### config.mk
export PLATFORM = sky130hd
export DESIGN_NAME = i2c_enreg_target
export DESIGN_NICKNAME = d
export VERILOG_FILES = /design/src/rtl/i2ct_pkg.sv /design/src/rtl/i2ct_line_cond.sv /design/src/rtl/i2ct_watchdog.sv /design/src/rtl/i2ct_hold_drv.sv /design/src/rtl/i2c_enreg_target.sv
export SDC_FILE = /design/constraint.sdc
export NUM_CORES = 1
export LEC_CHECK = 0
export ABC_AREA = 1
export ABC_CLOCK_PERIOD_IN_PS = 3300
export BUFFER_PORTS_ARGS = -buffer_cell sky130_fd_sc_hd__buf_2
export CAP_MARGIN = 20
export CORE_MARGIN = 2
export CORE_UTILIZATION = 45
export CTS_CLUSTER_DIAMETER = 200
export DETAILED_ROUTE_END_ITERATION = 16
export PLACE_DENSITY_LB_ADDON = 0.05
export RECOVER_POWER = 50
export SLEW_MARGIN = 20
export SYNTH_ARGS = -nofsm -noshare
export SYNTH_HDL_FRONTEND = slang
export SYNTH_SLANG_ARGS = --single-unit
### constraint.sdc
create_clock -name clk -period 3.3 [get_ports clk]
set_input_delay 0 -clock clk [delete_from_list [all_inputs] [get_ports clk]]
set_output_delay 0 -clock clk [all_outputs]
set_load 0.02 [all_outputs]
### src/rtl/i2ct_pkg.sv
`timescale 1ns/1ps
package i2ct_pkg;
  localparam int BYTE_W = 8;
  typedef enum logic [2:0] {
    PH_IDLE, PH_ADDR, PH_PTR, PH_WDAT, PH_RDAT, PH_SKIP
  } phase_e;
endpackage

### src/rtl/i2ct_line_cond.sv
`timescale 1ns/1ps
module i2ct_line_cond #(
  parameter int FILT_CYC = 10
) (
  input  logic clk,
  input  logic rst_n,
  input  logic pin_i,
  output logic line_o
);
  logic [1:0] sync_q;

  always_ff @(posedge clk or negedge rst_n) begin
    if (!rst_n) sync_q <= 2'b11;
    else        sync_q <= {sync_q[0], pin_i};
  end

  generate
    if (FILT_CYC <= 1) begin : g_nofilt
      always_ff @(posedge clk or negedge rst_n) begin
        if (!rst_n) line_o <= 1'b1;
        else        line_o <= sync_q[1];
      end
    end else begin : g_filt
      localparam int CW = $clog2(FILT_CYC + 1);
      logic [CW-1:0] run_q, run_d;
      logic          line_d;

      always_comb begin
        run_d  = '0;
        line_d = line_o;
        if (sync_q[1] != line_o) begin
          if (run_q == CW'(FILT_CYC - 1)) line_d = sync_q[1];
          else                            run_d  = run_q + 1'b1;
        end
      end

      always_ff @(posedge clk or negedge rst_n) begin
        if (!rst_n) begin
          run_q  <= '0;
          line_o <= 1'b1;
        end else begin
          run_q  <= run_d;
          line_o <= line_d;
        end
      end


      glitch_reject_chk: assert property (@(posedge clk) disable iff (!rst_n)
        (line_o != $past(line_o)) |-> ($past(sync_q[1]) == line_o && $past(run_q) == CW'(FILT_CYC - 1)));
    end
  endgenerate
endmodule

### src/rtl/i2ct_watchdog.sv
`timescale 1ns/1ps
module i2ct_watchdog #(
  parameter int TMO_CYC = 10_000_000
) (
  input  logic clk,
  input  logic rst_n,
  input  logic stall_i,
  output logic fire_o
);
  localparam int CW = $clog2(TMO_CYC + 1);
  logic [CW-1:0] cnt_q, cnt_d;
  logic          fire_d;

  always_comb begin
    cnt_d  = '0;
    fire_d = 1'b0;
    if (stall_i) begin
      if (cnt_q == CW'(TMO_CYC - 1)) fire_d = 1'b1;
      else                           cnt_d  = cnt_q + 1'b1;
    end
  end

  always_ff @(posedge clk or negedge rst_n) begin
    if (!rst_n) begin
      cnt_q  <= '0;
      fire_o <= 1'b0;
    end else begin
      cnt_q  <= cnt_d;
      fire_o <= fire_d;
    end
  end


  fire_cause_chk: assert property (@(posedge clk) disable iff (!rst_n)
    fire_o |-> $past(stall_i));

  fire_single_chk: assert property (@(posedge clk) disable iff (!rst_n)
    fire_o |=> !fire_o);
endmodule

### src/rtl/i2ct_hold_drv.sv
`timescale 1ns/1ps
module i2ct_hold_drv #(
  parameter int HOLD_CYC = 64
) (
  input  logic clk,
  input  logic rst_n,
  input  logic clr_i,
  input  logic load_i,
  input  logic val_i,
  output logic oe_o
);
  localparam int CW = $clog2(HOLD_CYC + 1);
  logic [CW-1:0] cnt_q, cnt_d;
  logic          pend_q, pend_d, oe_d;

  always_comb begin
    cnt_d  = cnt_q;
    pend_d = pend_q;
    oe_d   = oe_o;
    if (clr_i) begin
      cnt_d = '0;
      oe_d  = 1'b0;
    end else if (load_i) begin
      cnt_d  = CW'(HOLD_CYC);
      pend_d = val_i;
    end else if (cnt_q != '0) begin
      cnt_d = cnt_q - 1'b1;
      if (cnt_q == CW'(1)) oe_d = pend_q;
    end
  end

  always_ff @(posedge clk or negedge rst_n) begin
    if (!rst_n) begin
      cnt_q  <= '0;
      pend_q <= 1'b0;
      oe_o   <= 1'b0;
    end else begin
      cnt_q  <= cnt_d;
      pend_q <= pend_d;
      oe_o   <= oe_d;
    end
  end


  hold_gap_chk: assert property (@(posedge clk) disable iff (!rst_n)
    ((oe_o != $past(oe_o)) && !$past(clr_i)) |-> ($past(cnt_q) == CW'(1)));
endmodule

### src/rtl/i2c_enreg_target.sv
`timescale 1ns/1ps
module i2c_enreg_target
  import i2ct_pkg::*;
#(
  parameter logic [6:0] TARGET_ADDR = 7'h48,
  parameter int         FILT_CYC    = 10,
  parameter int         HOLD_CYC    = 64,
  parameter int         TMO_CYC     = 10_000_000
) (
  input  logic              clk,
  input  logic              rst_n,
  input  logic              en_n,
  input  logic              scl_i,
  input  logic              sda_i,
  output logic              sda_oe,
  output logic [BYTE_W-1:0] reg_ptr,
  output logic              reg_wr_stb,
  output logic [BYTE_W-1:0] reg_wr_data,
  input  logic [BYTE_W-1:0] reg_rd_data
);
  localparam logic [3:0] LAST_BIT = 4'(BYTE_W);
  localparam logic [3:0] ACK_DONE = 4'(BYTE_W + 1);

  logic [1:0] rst_q;
  logic       rst_sn;
  always_ff @(posedge clk or negedge rst_n) begin
    if (!rst_n) rst_q <= 2'b00;
    else        rst_q <= {rst_q[0], 1'b1};
  end
  assign rst_sn = rst_q[1];

  logic scl_f, sda_f;
  i2ct_line_cond #(.FILT_CYC(FILT_CYC)) scl_cond_i (.clk(clk), .rst_n(rst_sn), .pin_i(scl_i), .line_o(scl_f));
  i2ct_line_cond #(.FILT_CYC(FILT_CYC)) sda_cond_i (.clk(clk), .rst_n(rst_sn), .pin_i(sda_i), .line_o(sda_f));

  logic tmo;
  i2ct_watchdog #(.TMO_CYC(TMO_CYC)) wdog_i (.clk(clk), .rst_n(rst_sn), .stall_i(~scl_f | sda_oe), .fire_o(tmo));

  logic drv_clr, drv_load, drv_val;
  i2ct_hold_drv #(.HOLD_CYC(HOLD_CYC)) drv_i (.clk(clk), .rst_n(rst_sn), .clr_i(drv_clr),
    .load_i(drv_load), .val_i(drv_val), .oe_o(sda_oe));

  phase_e            ph_q, ph_d;
  logic [3:0]        cnt_q, cnt_d;
  logic [BYTE_W-1:0] rx_q, rx_d, tx_q, tx_d, ptr_q, ptr_d, wdat_q, wdat_d;
  logic              rd_q, rd_d, nack_q, nack_d, wstb_q, wstb_d;
  logic              scl_p, sda_p;
  logic [1:0]        en_q;
  logic              scl_rise, scl_fall, start_evt, stop_evt, active;

  assign scl_rise  = scl_f & ~scl_p;
  assign scl_fall  = ~scl_f & scl_p;
  assign start_evt = scl_f & scl_p & sda_p & ~sda_f;
  assign stop_evt  = scl_f & scl_p & ~sda_p & sda_f;
  assign active    = (ph_q != PH_IDLE) && (ph_q != PH_SKIP);

  always_comb begin
    ph_d = ph_q;  cnt_d = cnt_q;  rx_d = rx_q;  tx_d = tx_q;
    ptr_d = ptr_q;  wdat_d = wdat_q;  rd_d = rd_q;  nack_d = nack_q;
    wstb_d = 1'b0;  drv_clr = 1'b0;  drv_load = 1'b0;  drv_val = 1'b0;
    if (en_q[1] || tmo) begin
      ph_d = PH_IDLE;  cnt_d = '0;  drv_clr = 1'b1;
    end else if (start_evt) begin
      ph_d = PH_ADDR;  cnt_d = '0;  drv_clr = 1'b1;
    end else if (stop_evt) begin
      ph_d = PH_IDLE;  cnt_d = '0;  drv_clr = 1'b1;
    end else if (active) begin
      if (scl_rise) begin
        if (cnt_q < LAST_BIT) begin
          rx_d  = {rx_q[BYTE_W-2:0], sda_f};
          cnt_d = cnt_q + 1'b1;
        end else if (cnt_q == LAST_BIT) begin
          nack_d = sda_f;
          cnt_d  = ACK_DONE;
        end
      end else if (scl_fall) begin
        drv_load = 1'b1;
        if (cnt_q == LAST_BIT) begin
          unique case (ph_q)
            PH_ADDR: if (rx_q[7:1] == TARGET_ADDR) begin
                       drv_val = 1'b1;  rd_d = rx_q[0];
                     end else ph_d = PH_SKIP;
            PH_PTR:  begin ptr_d = rx_q;  drv_val = 1'b1; end
            PH_WDAT: begin wstb_d = 1'b1;  wdat_d = rx_q;  drv_val = 1'b1; end
            default: drv_val = 1'b0;
          endcase
        end else if (cnt_q == ACK_DONE) begin
          cnt_d = '0;
          unique case (ph_q)
            PH_ADDR: if (rd_q) begin
                       ph_d = PH_RDAT;  tx_d = reg_rd_data;  drv_val = ~reg_rd_data[7];
                     end else ph_d = PH_PTR;
            PH_PTR:  ph_d = PH_WDAT;
            PH_RDAT: if (nack_q) ph_d = PH_SKIP;
                     else begin tx_d = reg_rd_data;  drv_val = ~reg_rd_data[7]; end
            default: ph_d = PH_SKIP;
          endcase
        end else if (ph_q == PH_RDAT) begin
          drv_val = ~tx_q[3'd7 - cnt_q[2:0]];
        end
      end
    end
  end

  always_ff @(posedge clk or negedge rst_sn) begin
    if (!rst_sn) begin
      ph_q <= PH_IDLE;  cnt_q <= '0;  rx_q <= '0;  tx_q <= '0;
      ptr_q <= '0;  wdat_q <= '0;  rd_q <= 1'b0;  nack_q <= 1'b0;
      wstb_q <= 1'b0;  scl_p <= 1'b1;  sda_p <= 1'b1;  en_q <= 2'b11;
    end else begin
      ph_q <= ph_d;  cnt_q <= cnt_d;  rx_q <= rx_d;  tx_q <= tx_d;
      ptr_q <= ptr_d;  wdat_q <= wdat_d;  rd_q <= rd_d;  nack_q <= nack_d;
      wstb_q <= wstb_d;  scl_p <= scl_f;  sda_p <= sda_f;  en_q <= {en_q[0], en_n};
    end
  end

  assign reg_ptr     = ptr_q;
  assign reg_wr_stb  = wstb_q;
  assign reg_wr_data = wdat_q;


  disabled_quiet_chk: assert property (@(posedge clk) disable iff (!rst_sn)
    en_q[1] |=> !sda_oe);

  wr_single_chk: assert property (@(posedge clk) disable iff (!rst_sn)
    reg_wr_stb |=> !reg_wr_stb);

  drive_on_low_chk: assert property (@(posedge clk) disable iff (!rst_sn)
    $rose(sda_oe) |-> !scl_f);

  stop_release_chk: assert property (@(posedge clk) disable iff (!rst_sn)
    stop_evt |=> (!sda_oe && ph_q == PH_IDLE));

  tmo_idle_chk: assert property (@(posedge clk) disable iff (!rst_sn)
    tmo |=> (!sda_oe && ph_q == PH_IDLE));
endmodule

Word-level counts from Yosys, hierarchy flattened
Index checks and enable logic that the tools add are counted.
{ "totals": {"ff_bits": 96, "in_bits": 13} }
{ "classes": {"n_lt_le_gt_ge": 2, "bitwise": 21, "addsub": 6, "n_eq_ne": 23, "reduce_logical": 26, "n_mux": 74} }
{ "op_table": {"columns": ["operator", "n"], "rows": [
  ["$mux 4", 14],
  ["$mux 24", 2],
  ["$mux 1", 36],
  ["$mux 3", 12],
  ["$add 24x1->24 const B", 1],
  ["$eq 24x24->1 const B", 1],
  ["$mux 7", 3],
  ["$eq 4x4->1 const B", 4],
  ["$mux 8", 2],
  ["$pmux 8 s2", 1],
  ["$reduce_and 8->1", 2],
  ["$reduce_bool 5->1", 3],
  ["$reduce_and 7->1", 2],
  ["$not 1->1", 13],
  ["$add 4x1->4 const B", 3],
  ["$reduce_and 11->1", 1],
  ["$ne 5x5->1 const B", 2],
  ["$pmux 3 s3", 1],
  ["$reduce_and 9->1", 1],
  ["$reduce_bool 4->1", 2],
  ["$and 1x1->1", 7],
  ["$eq 7x1->1 const B", 1],
  ["$eq 7x7->1 const B", 1],
  ["$reduce_bool 7->1", 1],
  ["26 further kinds", 36]
]} }

Longest topological paths before layout
Gate-level depths: netlist (run 1).
{ "depth": {"depth_word": 13, "mapped_depth": 11, "mapped_depth_nobuf": 11} }

By module
From an unflattened synthesis (run 1), not the netlist that was laid out.
{ "unflattened": {"hier_cells": 611, "area_unflattened_um2": 5190.0} }
{ "by_module_without_submodules": {"columns": ["mod", "cells_per_inst", "seq_area_each_um2", "instances", "area_each_um2"], "rows": [
  ["i2c_enreg_target", 290, 1206.2, 1, 2528.7],
  ["i2ct_watchdog", 203, 625.6, 1, 1512.7],
  ["i2ct_line_cond", 29, 178.9, 2, 315.3],
  ["i2ct_hold_drv", 60, 225.2, 1, 518.0]
]} }

Worst setup path before layout (run 1)
No wires, ideal clock.
{ "synth_path": {"path_type": "reg2reg", "startpoint": "register scl_p", "endpoint": "register tx_q[0]", "setup_ns": 0.117, "setup_slack_ns": 1.615, "arrival_ns": 1.569, "path_stages_with_launch": 9, "required_time_ns": 3.183, "synth_period_minus_slack_ns": 1.685, "cell_sequence": "dfstp_2 -> inv_1 -> ha_1 -> inv_1 -> o21ai_1 -> nor3b_4 -> nand2_4 -> nand2_1 -> nand2_1"} }
{ "synth_between": {"elab_chain_len": 5, "elab_cells_between_ends": 12, "cone_classes": "bitwise: 11; reduce/logical: 1"} }
{ "synth_rtl": {"columns": ["item", "line", "source"], "rows": [
  ["from (decl)", "i2c_enreg_target.sv:47", "logic scl_p, sda_p;"],
  ["from (signal assigned)", "i2c_enreg_target.sv:109", "wstb_q <= 1'b0; scl_p <= 1'b1; sda_p <= 1'b1; en_q <= 2'b11;"],
  ["from (signal assigned)", "i2c_enreg_target.sv:113", "wstb_q <= wstb_d; scl_p <= scl_f; sda_p <= sda_f; en_q <= {en_q[0], en_n};"],
  ["$and 1x1->1", "i2c_enreg_target.sv:53, i2c_enreg_target.sv:54", null],
  ["$and 1x1->1 (on tied branches) (2 in a row)", "i2c_enreg_target.sv:54, i2c_enreg_target.sv:53", null],
  ["$not 1->1 (no source line)", null, null],
  ["$reduce_and 11->1 (no source line) *", null, null],
  ["to (signal assigned)", "i2c_enreg_target.sv:111", "ph_q <= ph_d; cnt_q <= cnt_d; rx_q <= rx_d; tx_q <= tx_d;"],
  ["to (decl)", "i2c_enreg_target.sv:45", "logic [BYTE_W-1:0] rx_q, rx_d, tx_q, tx_d, ptr_q, ptr_d, wdat_q, wdat_d;"]
]} }
Every way passes the cells marked *; elsewhere a longest branch is shown, timed or not.
A chain may end at the register's enable or synchronous reset.

Final worst setup path (run 1)
{ "layout_path": {"startpoint": "register scl_cond_i.line_o", "endpoint": "register wdog_i.cnt_q[10]"} }
{ "layout_between": {"elab_chain_len": 3} }
{ "layout_rtl": {"columns": ["item", "line", "source"], "rows": [
  ["from (decl)", "i2ct_line_cond.sv:8", "output logic line_o"],
  ["from (signal assigned)", "i2ct_line_cond.sv:43", "line_o <= line_d;"],
  ["$not 1->1", "i2c_enreg_target.sv:37", "i2ct_watchdog #(.TMO_CYC(TMO_CYC)) wdog_i (.clk(clk), .rst_n(rst_sn), .stall_i(~scl_f | sda_oe), .fire_o(tmo)) ..."],
  ["$or 1x1->1", "i2c_enreg_target.sv:37", null],
  ["$mux 24", "i2ct_watchdog.sv:17", "if (stall_i) begin"],
  ["via wdog_i.cnt_d[10]", "i2ct_watchdog.sv:11", "logic [CW-1:0] cnt_q, cnt_d;"],
  ["to (signal assigned)", "i2ct_watchdog.sv:28", "cnt_q <= cnt_d;"],
  ["to (decl)", "i2ct_watchdog.sv:11", null]
]} }
The timed path passes the listed nets, and every way through them passes these cells.

==> metrics.cfg, run 1 <==
[outcome]
outcome = complete, no violations

[global_routing]
grt_pass1_wl_um = 17700
grtUsageTotal_pct = 19.2
grt_start_max_net_pins = 60
antenna_found_initial = 0
grt_pass1_vias = 3785
grt_overflow = 0

[drt]
drtAntennaViolNets = 0
wl_per_cell_um = 13.0
drc = 0
vias_per_cell = 4.94
drt_iter0_markers = 142
vias = 3810
drt-total-wl_um = 10000
first_pass_iters = 4

[synth]
synth_common_cells = nand2_1, dfrtp_1, nor2_1
ys.warnings.count = 0
synth_edf_count = 0
syn_inst = 578
synth_fp_nets = 605
synthMostInstantiatedCell = nand2_1
ys_seq_area_share_pct = 49.1
synth_area_mm2 = 0.00492
netlist.area_leader.share_pct = 43.8
dominantRegCellSynth = dfrtp_1
ys_types = 37
avgSynthCellArea_um2 = 8.51
synth-seq-cells = 96
ys_async_sr_fraction_pct = 100
synthTopCellsByArea = dfrtp_1, nand2_1, dfstp_2
synth_top_area_cell = dfrtp_1

[floorplanning]
initial_core_util_pct = 45.8
die_w_um = 109
dieArea_mm2 = 0.0118
row_count = 38
pin_count = 31
die_y_um = 109
core_mm2 = 0.0107

[worst_setup_path]
path_buf_inv = 3
critPathKind = reg -> reg
end_kind = register
cp_slowest_stage_delay_ps = 660
startpoint_type = register
cp.arrival_ps = 2330
cp_cell_sequence = inv_1 -> nor2_1 -> clkbuf_1 -> inv_1 -> nand2_2 -> nor2_1
path_delay_family = buffers and inverters
cp_data_required_time_ps = 3550
crit_path_max_fanout = 12
crit_slowest_cell = dfstp_1

[placement]
gp_congestion = 0.902
place_hpwl_um = 7300
port_buffers = 30

[timing]
fmax_ghz = 0.480
setup_tns_ps = 0
hold_violations = 0
worst_pin_slew_ps = 850
finClkSkew_ps = 11.0
slew_viol_final = 0
fin_crit_sh_pct = 63.1
setup_violations = 0
rsz0062_at_grt = false
period_needed_ps = 2080
maxSlewHeadroom_pct = 43.3

[final_layout]
layout-drive-gt1-share_pct = 14.4
antenna_cells = 0
layout.nets = 654
area_growth_pct = 12.3

[clock_tree]
tritoncts = done
clk_latency_ps = 370
root_buffer = clkbuf_8
cts_buffer_depth = 2
post_cts_resized = 0
clock_sinks = 96
path_clk_slew_ps = 90
cts_buffers = 9
htreeDepth = 3

[pwr]
powerDensity_mw_per_mm2 = 522
power_mw = 2.88
peakVddDrop_uv = 306
static-leakage-power_nw = 2.57

[worst_hold_path]
hp-class = in -> reg

[flow_run]
drv_cap = 0

-- area by class of cell --
cell class | instances | area (um^2)
Clock buffer | 10 | 138
Clock inverter | 6 | 90.1
Fill cell | 1097 | 5220
Inverter | 68 | 256
Multi-Input combinational cell | 406 | 2180
Sequential cell | 96 | 2420
Tap cell | 140 | 175
Timing Repair Buffer | 46 | 272
-- state kept, by name (all words and copies together) (netlist names), 4 cells and up --
signal	cells
cnt_q	4
drv_i.cnt_q	7
reg_ptr	8
reg_wr_data	8
rx_q	8
scl_cond_i.g_filt.run_q	4
sda_cond_i.g_filt.run_q	4
tx_q	8
wdog_i.cnt_q	24
-- stage by stage --
step / utilization, % / instances / cell area [um^2] / worst slack [ps] / hold WS (ps)
2_1_floorplan: - / 578 / 4920 / 445 / -296
3_3_place_gp: 48.4 / 743 / 5200 / 1410 / -212
3_5_place_dp: 48.4 / 743 / 5200 / 1370 / -209
4_1_cts: 51.7 / 772 / 5560 / 1360 / 248
5_1_grt: 51.4 / 772 / 5530 / 1040 / 258
6_report: 51.4 / 772 / 5530 / 1220 / 291
-- final timing paths --
| kind | from | slack, ps | cells past startpoint | end |
|---|---|---|---|---|
| min in group asynchronous | rst_q[1] | 410 | 0 | wdog_i.cnt_q[0] |
| worst min register to register | scl_cond_i.sync_q[0] | 360 | 0 | scl_cond_i.sync_q[1] |
| worst min-delay path | scl_i | 290 | 2 | scl_cond_i.sync_q[0] |
| max in group asynchronous | rst_q[1] | 1660 | 1 | wdog_i.cnt_q[12] |
| worst max-delay path | scl_cond_i.line_o | 1220 | 6 | wdog_i.cnt_q[10] |
| worst max register to register | scl_cond_i.line_o | 1220 | 6 | wdog_i.cnt_q[10] |
-- cell families (layout without fill, tap and decap cells) --
family | Yosys count | in the layout | synth area share [%]
adders and majority gates | 14 | 14 | 3.56
buffers and inverters | 76 | 130 | 6.66
DFF | 96 | 96 | 49.1
AOI/OAI and AO/OA | 57 | 57 | 7.30
and+or+nand+nor | 316 | 316 | 30.1
other | 1 | 1 | 0.0762
xor gates and xnor gates | 18 | 18 | 3.21
-- cell usage in the layout (no fill, tap or decap), types with 2 or more instances in the layout --
master / n
bufinv_16: 2
ha_1: 14
nor2_4: 2
o21ai_2: 17
inv_2: 3
nor3_2: 2
dfstp_1: 2
nand2_4: 2
nor2_2: 8
dfstp_2: 8
xor2_1: 10
clkbuf_1: 21
nor2_1: 70
a21oi_1: 9
nand3b_1: 2
nand3_2: 7
dfrtp_1: 85
o21ai_0: 24
nor3_4: 2
nor4_1: 2
clkinv_2: 2
nand2_2: 8
nand3_1: 50
clkbuf_8: 10
xnor2_1: 8
inv_1: 64
nor3b_1: 3
buf_2: 11
nand4_1: 9
nand2_1: 134
dlygate4sd3_1: 13
nor3_1: 13
o21ai_1: 3
-- report_power, final --
group	switching (mW)	internal [mW]	total [mW]
Clock	0.428	0.451	0.879
Sequential	0.132	1.30	1.43
Combinational	0.353	0.224	0.576
Total	0.913	1.97	2.88
-- per-layer routing --
layer  track usage, %  part of all wire (%)  vias up
met2             30.0                    46       64
li1                 -                     -     1944
met5                0                     0        -
met3             4.22                   3.4       10
met4             6.14                   1.0        0
met1             26.5                    49     1792
-- timing repair --
action                    4_1_cts  5_1_grt
setup buffers                   0        0
hold buffers                   13        0
hold endpoints to repair       13        0
No activity file was read; power rests on OpenSTA's default activity.
==> run 2: changes to the inputs <==
Settings changed: ABC_AREA 1 to 0, ABC_CLOCK_PERIOD_IN_PS 3300 to 2000.
Clock period 3.3 ns to 2 ns, I/O delays scaled along.
==> run 2 against run 1 <==
  * The flow now finishes with violations (negative setup slack)
  * Worst setup slack worse by 1200 ps
  * Routed wire length down 9.8%
  * Via count down 15%
  * Die area down 7.8%
  * Synthesized cell count down 32%
  * Global-route usage down 1.8 points
  * Total power up 45%
  * Largest power group unchanged
==> metrics.cfg, run 2 <==
[drt]
vias = 3228
first_pass_iters = 4
vias_per_cell = 5.09
drt_iter0_markers = 106
wl_per_cell_um = 14.3
drc = 0
drtAntennaViolNets = 0
drt-total-wl_um = 9050

[global_routing]
antenna_found_initial = 0
grtUsageTotal_pct = 17.4
grt_pass1_wl_um = 15200
grt_overflow = 0
grt_start_max_net_pins = 57
grt_pass1_vias = 3271

[worst_setup_path]
cp.arrival_ps = 2330
cp_cell_sequence = or4b_4 -> o21a_1 -> a2111o_1 -> a2111oi_4 -> a31o_1
crit_slowest_cell = or4b_4
crit_path_max_fanout = 5
startpoint_type = register
cp_data_required_time_ps = 2300
cp_slowest_stage_delay_ps = 530
end_kind = register
path_buf_inv = 0
critPathKind = reg -> reg
path_delay_family = compound AO/OA/AOI/OAI gates

[floorplanning]
die_w_um = 104
die_y_um = 104
pin_count = 31
core_mm2 = 0.00977
row_count = 36
initial_core_util_pct = 46.2
dieArea_mm2 = 0.0109

[clock_tree]
htreeDepth = 3
cts_buffers = 9
root_buffer = clkbuf_8
path_clk_slew_ps = 100
cts_buffer_depth = 2
clock_sinks = 96
tritoncts = done
clk_latency_ps = 360

[synth]
netlist.area_leader.share_pct = 47.6
syn_inst = 393
synth_top_area_cell = dfrtp_1
avgSynthCellArea_um2 = 11.5
synthTopCellsByArea = dfrtp_1, mux2_2, dfstp_2
synthMuxAreaShare_pct = 10.6
ys_types = 59
synthXorXnorAreaFrac_pct = 6.78
synth_compound_area_share_pct = 5.54
ys_seq_area_share_pct = 53.4
synth_top_family_by_area = simple AND/OR/NAND/NOR gates
synthSimpleGateAreaFrac_pct = 17.4
synth_common_cells = dfrtp_1, nor2_1, mux2_2
synthMostInstantiatedCell = dfrtp_1
synth_fp_nets = 420
synthAdderAreaFrac_pct = 3.88
ys_async_sr_fraction_pct = 100
ys.warnings.count = 0
dominantRegCellSynth = dfrtp_1
synth_area_mm2 = 0.00452
synth-seq-cells = 96
synth_edf_count = 0

[timing]
period_needed_ps = 2030
slew_viol_final = 0
hold_violations = 0
fmax_ghz = 0.493
setup_tns_ps = -90.8
worst_pin_slew_ps = 770
fin_crit_sh_pct = 101
setup_violations = 6
rsz0062_at_grt = true
maxSlewHeadroom_pct = 48.7
finClkSkew_ps = 14.9
setup_ws_ps = -29.3

[placement]
place_hpwl_um = 6090
place_inst = 595
port_buffers = 30
preCtsSetupSlack_ps = -135
gp_congestion = 0.811

[flow_run]
drv_cap = 0

[final_layout]
final_common_cell = dfrtp_1
regMostFlops = wdog_i.cnt_q
layout-drive-gt1-share_pct = 36.1
area_growth_pct = 27.8
layout.nets = 523
layout_common_cells = dfrtp_1, nor2_1, buf_4
antenna_cells = 0
finalNonFillerCells = 634
largest_register_ffs = 24

[pwr]
powerDensity_mw_per_mm2 = 723
static-leakage-power_nw = 2.74
p_comb_share_pct = 16.6
internal_power_mw = 2.94
clkPwrFrac_pct = 29.4
peakVddDrop_uv = 446
switching_share_pct = 29.6
p_switching_mw = 1.23
sequentialPowerShare_pct = 54.0

[worst_hold_path]
hp-class = in -> reg

[outcome]
violations = negative setup slack
outcome = complete, but fails checks

run 2: per-stage QoR:
step                      cell area (um^2)  power (mW)  util, %  hold WS (ps)
final                                 5770        4.18     59.1           276
after global routing                  5770        4.45     59.1           242
after CTS                             5600        4.22     57.2           211
after detailed placement              5230        2.94     53.5          -212
after global placement                5230        2.92     53.5          -213
after floorplan                       4540        2.76        -          -296
run 2: cell families (layout without fill, tap and decap cells):
| logic type | after synthesis | after routing |
|---|---|---|
| DFF | 96 | 96 |
| and+or+nand+nor | 148 | 148 |
| other | 1 | 1 |
| AOI/OAI and AO/OA | 33 | 33 |
| buffers and inverters | 23 | 131 |
| adders and majority gates | 14 | 14 |
| xor gates and xnor gates | 35 | 35 |
| muxes | 43 | 43 |
run 2: repair_timing:
action                                  CTS  global route
endpoints found under the setup margin   18            53
pin swaps                                 3             9
setup buffers                             3             5
gates cloned                              0             2
endpoints found under the hold margin    13             0
hold buffers                             13             0
resized for setup                         9            33
run 2: final cells by class:
cell class	count	area, um^2
clock buffers	10	138
clock inverters	6	50.0
fillers	862	4000
inverters	12	45.0
multi-input cells	274	2160
flip-flops and latches	96	2420
well taps	133	166
repair buffers	103	793
run 2: worst paths after layout:
check	start	to	slack, ps	cells after the start
max	cnt_q[0]	ph_q[0]	-30	5
min	scl_i	scl_cond_i.sync_q[0]	280	2
max reg2reg	cnt_q[0]	ph_q[0]	-30	5
min reg2reg	rst_q[1]	wdog_i.cnt_q[2]	290	0
max in group asynchronous	rst_q[1]	cnt_q[2]	370	1
min in group asynchronous	rst_q[1]	wdog_i.cnt_q[2]	290	0
run 2: power by group through the flow:
stage	combinational [mW]	clock (mW)	sequential [mW]
2_1_floorplan	0.480	0	2.28
3_3_place_gp	0.634	0	2.29
3_5_place_dp	0.651	0	2.29
4_1_cts	0.677	1.28	2.26
5_1_grt	0.797	1.37	2.28
6_report	0.694	1.23	2.26
run 2: layer usage:
metal	vias up	GRT usage, %	part of all wire, %	routed length (um)
met5	-	0	0	0
met4	0	4.92	1.4	127
met3	13	3.88	2.7	240
met2	45	29.6	49	4460
met1	1583	22.3	47	4220
li1	1587	-	-	-
==> run 3: changes to the inputs <==
Settings changed: GPL_TIMING_DRIVEN set to 0.
==> run 3 against run 2 <==
  * The run still ends with negative setup slack left
  * Total power grew 4.0%
  * Utilization shrank 0.064 points
  * Cell count shrank 3.3%
  * Largest power group unchanged
==> metrics.cfg, run 3 (synthesized netlist as in run 2, its figures left out) <==
[worst_setup_path]
path_buf_inv = 1
cp_data_required_time_ps = 2310
cp_slowest_stage_delay_ps = 490
end_kind = register
rrSetupSlack_ps = -70
crit_slowest_cell = or4b_4
r2r-start = cnt_q[1]
critPathKind = reg -> reg
rr_endpoint = ph_q[0]
crit_path_max_fanout = 5
cp_cell_sequence = buf_6 -> or4b_4 -> o21a_1 -> a2111o_1 -> a2111oi_4 -> a31o_1
path_delay_family = compound AO/OA/AOI/OAI gates
crit_path_start = cnt_q[1]
startpoint_type = register
reg2reg_depth = 6
cp.arrival_ps = 2380

[clock_tree]
clk_latency_ps = 360
cts_buffers = 9
tritoncts = done
clock_sinks = 96
path_clk_slew_ps = 90
root_buffer = clkbuf_8
htreeDepth = 3
cts_buffer_depth = 2

[placement]
gp_congestion = 0.759
port_buffers = 30
place_inst = 557
place_area_mm2 = 0.00489
place_hpwl_um = 5870

[drt]
drc = 0
drtAntennaViolNets = 0
drt-total-wl_um = 9120
drt_iter0_markers = 78
vias = 3174
wl_per_cell_um = 14.9
vias_per_cell = 5.18
first_pass_iters = 4

[final_layout]
fin_util_pct = 59.0
antenna_cells = 0
area_growth_pct = 27.6
finalInstanceArea_mm2 = 0.00577
layout-drive-gt1-share_pct = 35.2
layout.nets = 502
layout_common_cells = dfrtp_1, nor2_1, buf_2
finalNonFillerCells = 613
regArea_mm2 = 0.00242
fillers = 846
largest_register_ffs = 24
multi_input_area_mm2 = 0.00229
final_common_cell = dfrtp_1
regMostFlops = wdog_i.cnt_q

[floorplanning]
die_y_um = 104
pin_count = 31
dieArea_mm2 = 0.0109
die_w_um = 104
initial_core_util_pct = 46.2
core_mm2 = 0.00977
row_count = 36

[global_routing]
grt_overflow = 0
grt_start_max_net_pins = 50
grt_pass1_wl_um = 15100
antenna_found_initial = 0
grtUsageTotal_pct = 17.4
grt_pass1_vias = 3100

[worst_hold_path]
hold_depth = 2
hp-start = scl_i
hp-class = in -> reg
hold_end = scl_cond_i.sync_q[0]

[pwr]
p_comb_share_pct = 16.6
switching_share_pct = 27.4
powerDensity_mw_per_mm2 = 753
sequentialPowerShare_pct = 52.2
peakVddDrop_uv = 538
p_switching_mw = 1.19
static-leakage-power_nw = 2.67
clkPwrFrac_pct = 31.3
internal_power_mw = 3.16

[timing]
finClkSkew_ps = 7.97
setup_tns_ps = -215
fin_crit_sh_pct = 103
rsz0062_at_grt = true
slew_viol_final = 0
setup_violations = 12
maxSlewHeadroom_pct = 55.4
setup_ws_ps = -68.7
fmax_ghz = 0.483
period_needed_ps = 2070
worst_pin_slew_ps = 669
hold_violations = 0

[outcome]
outcome = complete, but fails checks
violations = negative setup slack

[flow_run]
drv_cap = 0

[run 3: changes by cell type in the layout (fill, tap and decap cells not counted), moves of 3 or more]
cell     change
buf_4       -25
mux2_2       -8
mux2_4       +8
buf_6        +5
o21ai_1      -4
inv_6        -3
[run 3: worst max path at each step]
stage | endpoint | slack (ps) | depth (start not counted)
floorplan | tx_q[0] | -170 | 7
global placement | tx_q[3] | -480 | 6
detailed placement | tx_q[2] | -490 | 6
CTS | ph_q[0] | -50 | 6
global route | ph_q[0] | -160 | 6
finish | ph_q[0] | -70 | 6
[run 3: cell type report]
cell class | count | area share (%)
Tap cell | 133 | 2.89
Timing Repair Buffer | 73 | 9.59
Buffer | 9 | 1.39
Clock inverter | 5 | 1.41
Clock buffer | 11 | 2.28
Sequential cell | 96 | 42.0
Inverter | 12 | 0.868
Multi-Input combinational cell | 274 | 39.6
[run 3: routing by layer]
metal  GRT usage [%]  wire, um  vias to the layer above  share of wire (%)
met1            21.7      4130                     1590                 45
li1                -         -                     1544                  -
met2            29.7      4650                       34                 51
met3            5.01       239                        6                2.6
met5               0         0                        -                  0
met4            4.34        95                        0                1.0
[run 3: worst register-to-register path, stage by stage, from the launching register on]
cell       delay [ps]
dfrtp_1           390
buf_6             140
or4b_4            490
o21a_1            120
a2111o_1          440
a2111oi_4         310
a31o_1            130
[run 3: power by group through the flow]
stage | combinational, mW | clock [mW] | sequential (mW)
after floorplan | 0.480 | 0 | 2.28
after global placement | 0.564 | 0 | 2.32
after detailed placement | 0.607 | 0 | 2.31
after CTS | 0.673 | 1.41 | 2.27
after global routing | 0.830 | 1.49 | 2.30
final | 0.720 | 1.36 | 2.27
[run 3: through the flow]
| step | hold slack [ps] | setup slack (ps) | power (mW) |
|---|---|---|---|
| after CTS | 254 | -51.8 | 4.35 |
| after detailed placement | -214 | -494 | 2.91 |
| after global placement | -215 | -477 | 2.88 |
| after global routing | 254 | -156 | 4.61 |
| final | 274 | -68.7 | 4.34 |
| after floorplan | -296 | -175 | 2.76 |
[run 3: what timing repair did]
item	4_1_cts	5_1_grt
hold endpoints to repair	13	0
endpoints found under the setup margin	58	59
hold buffers	13	0
resized for setup	42	35
gates cloned	1	1
setup buffers	17	10
pin swaps	7	6
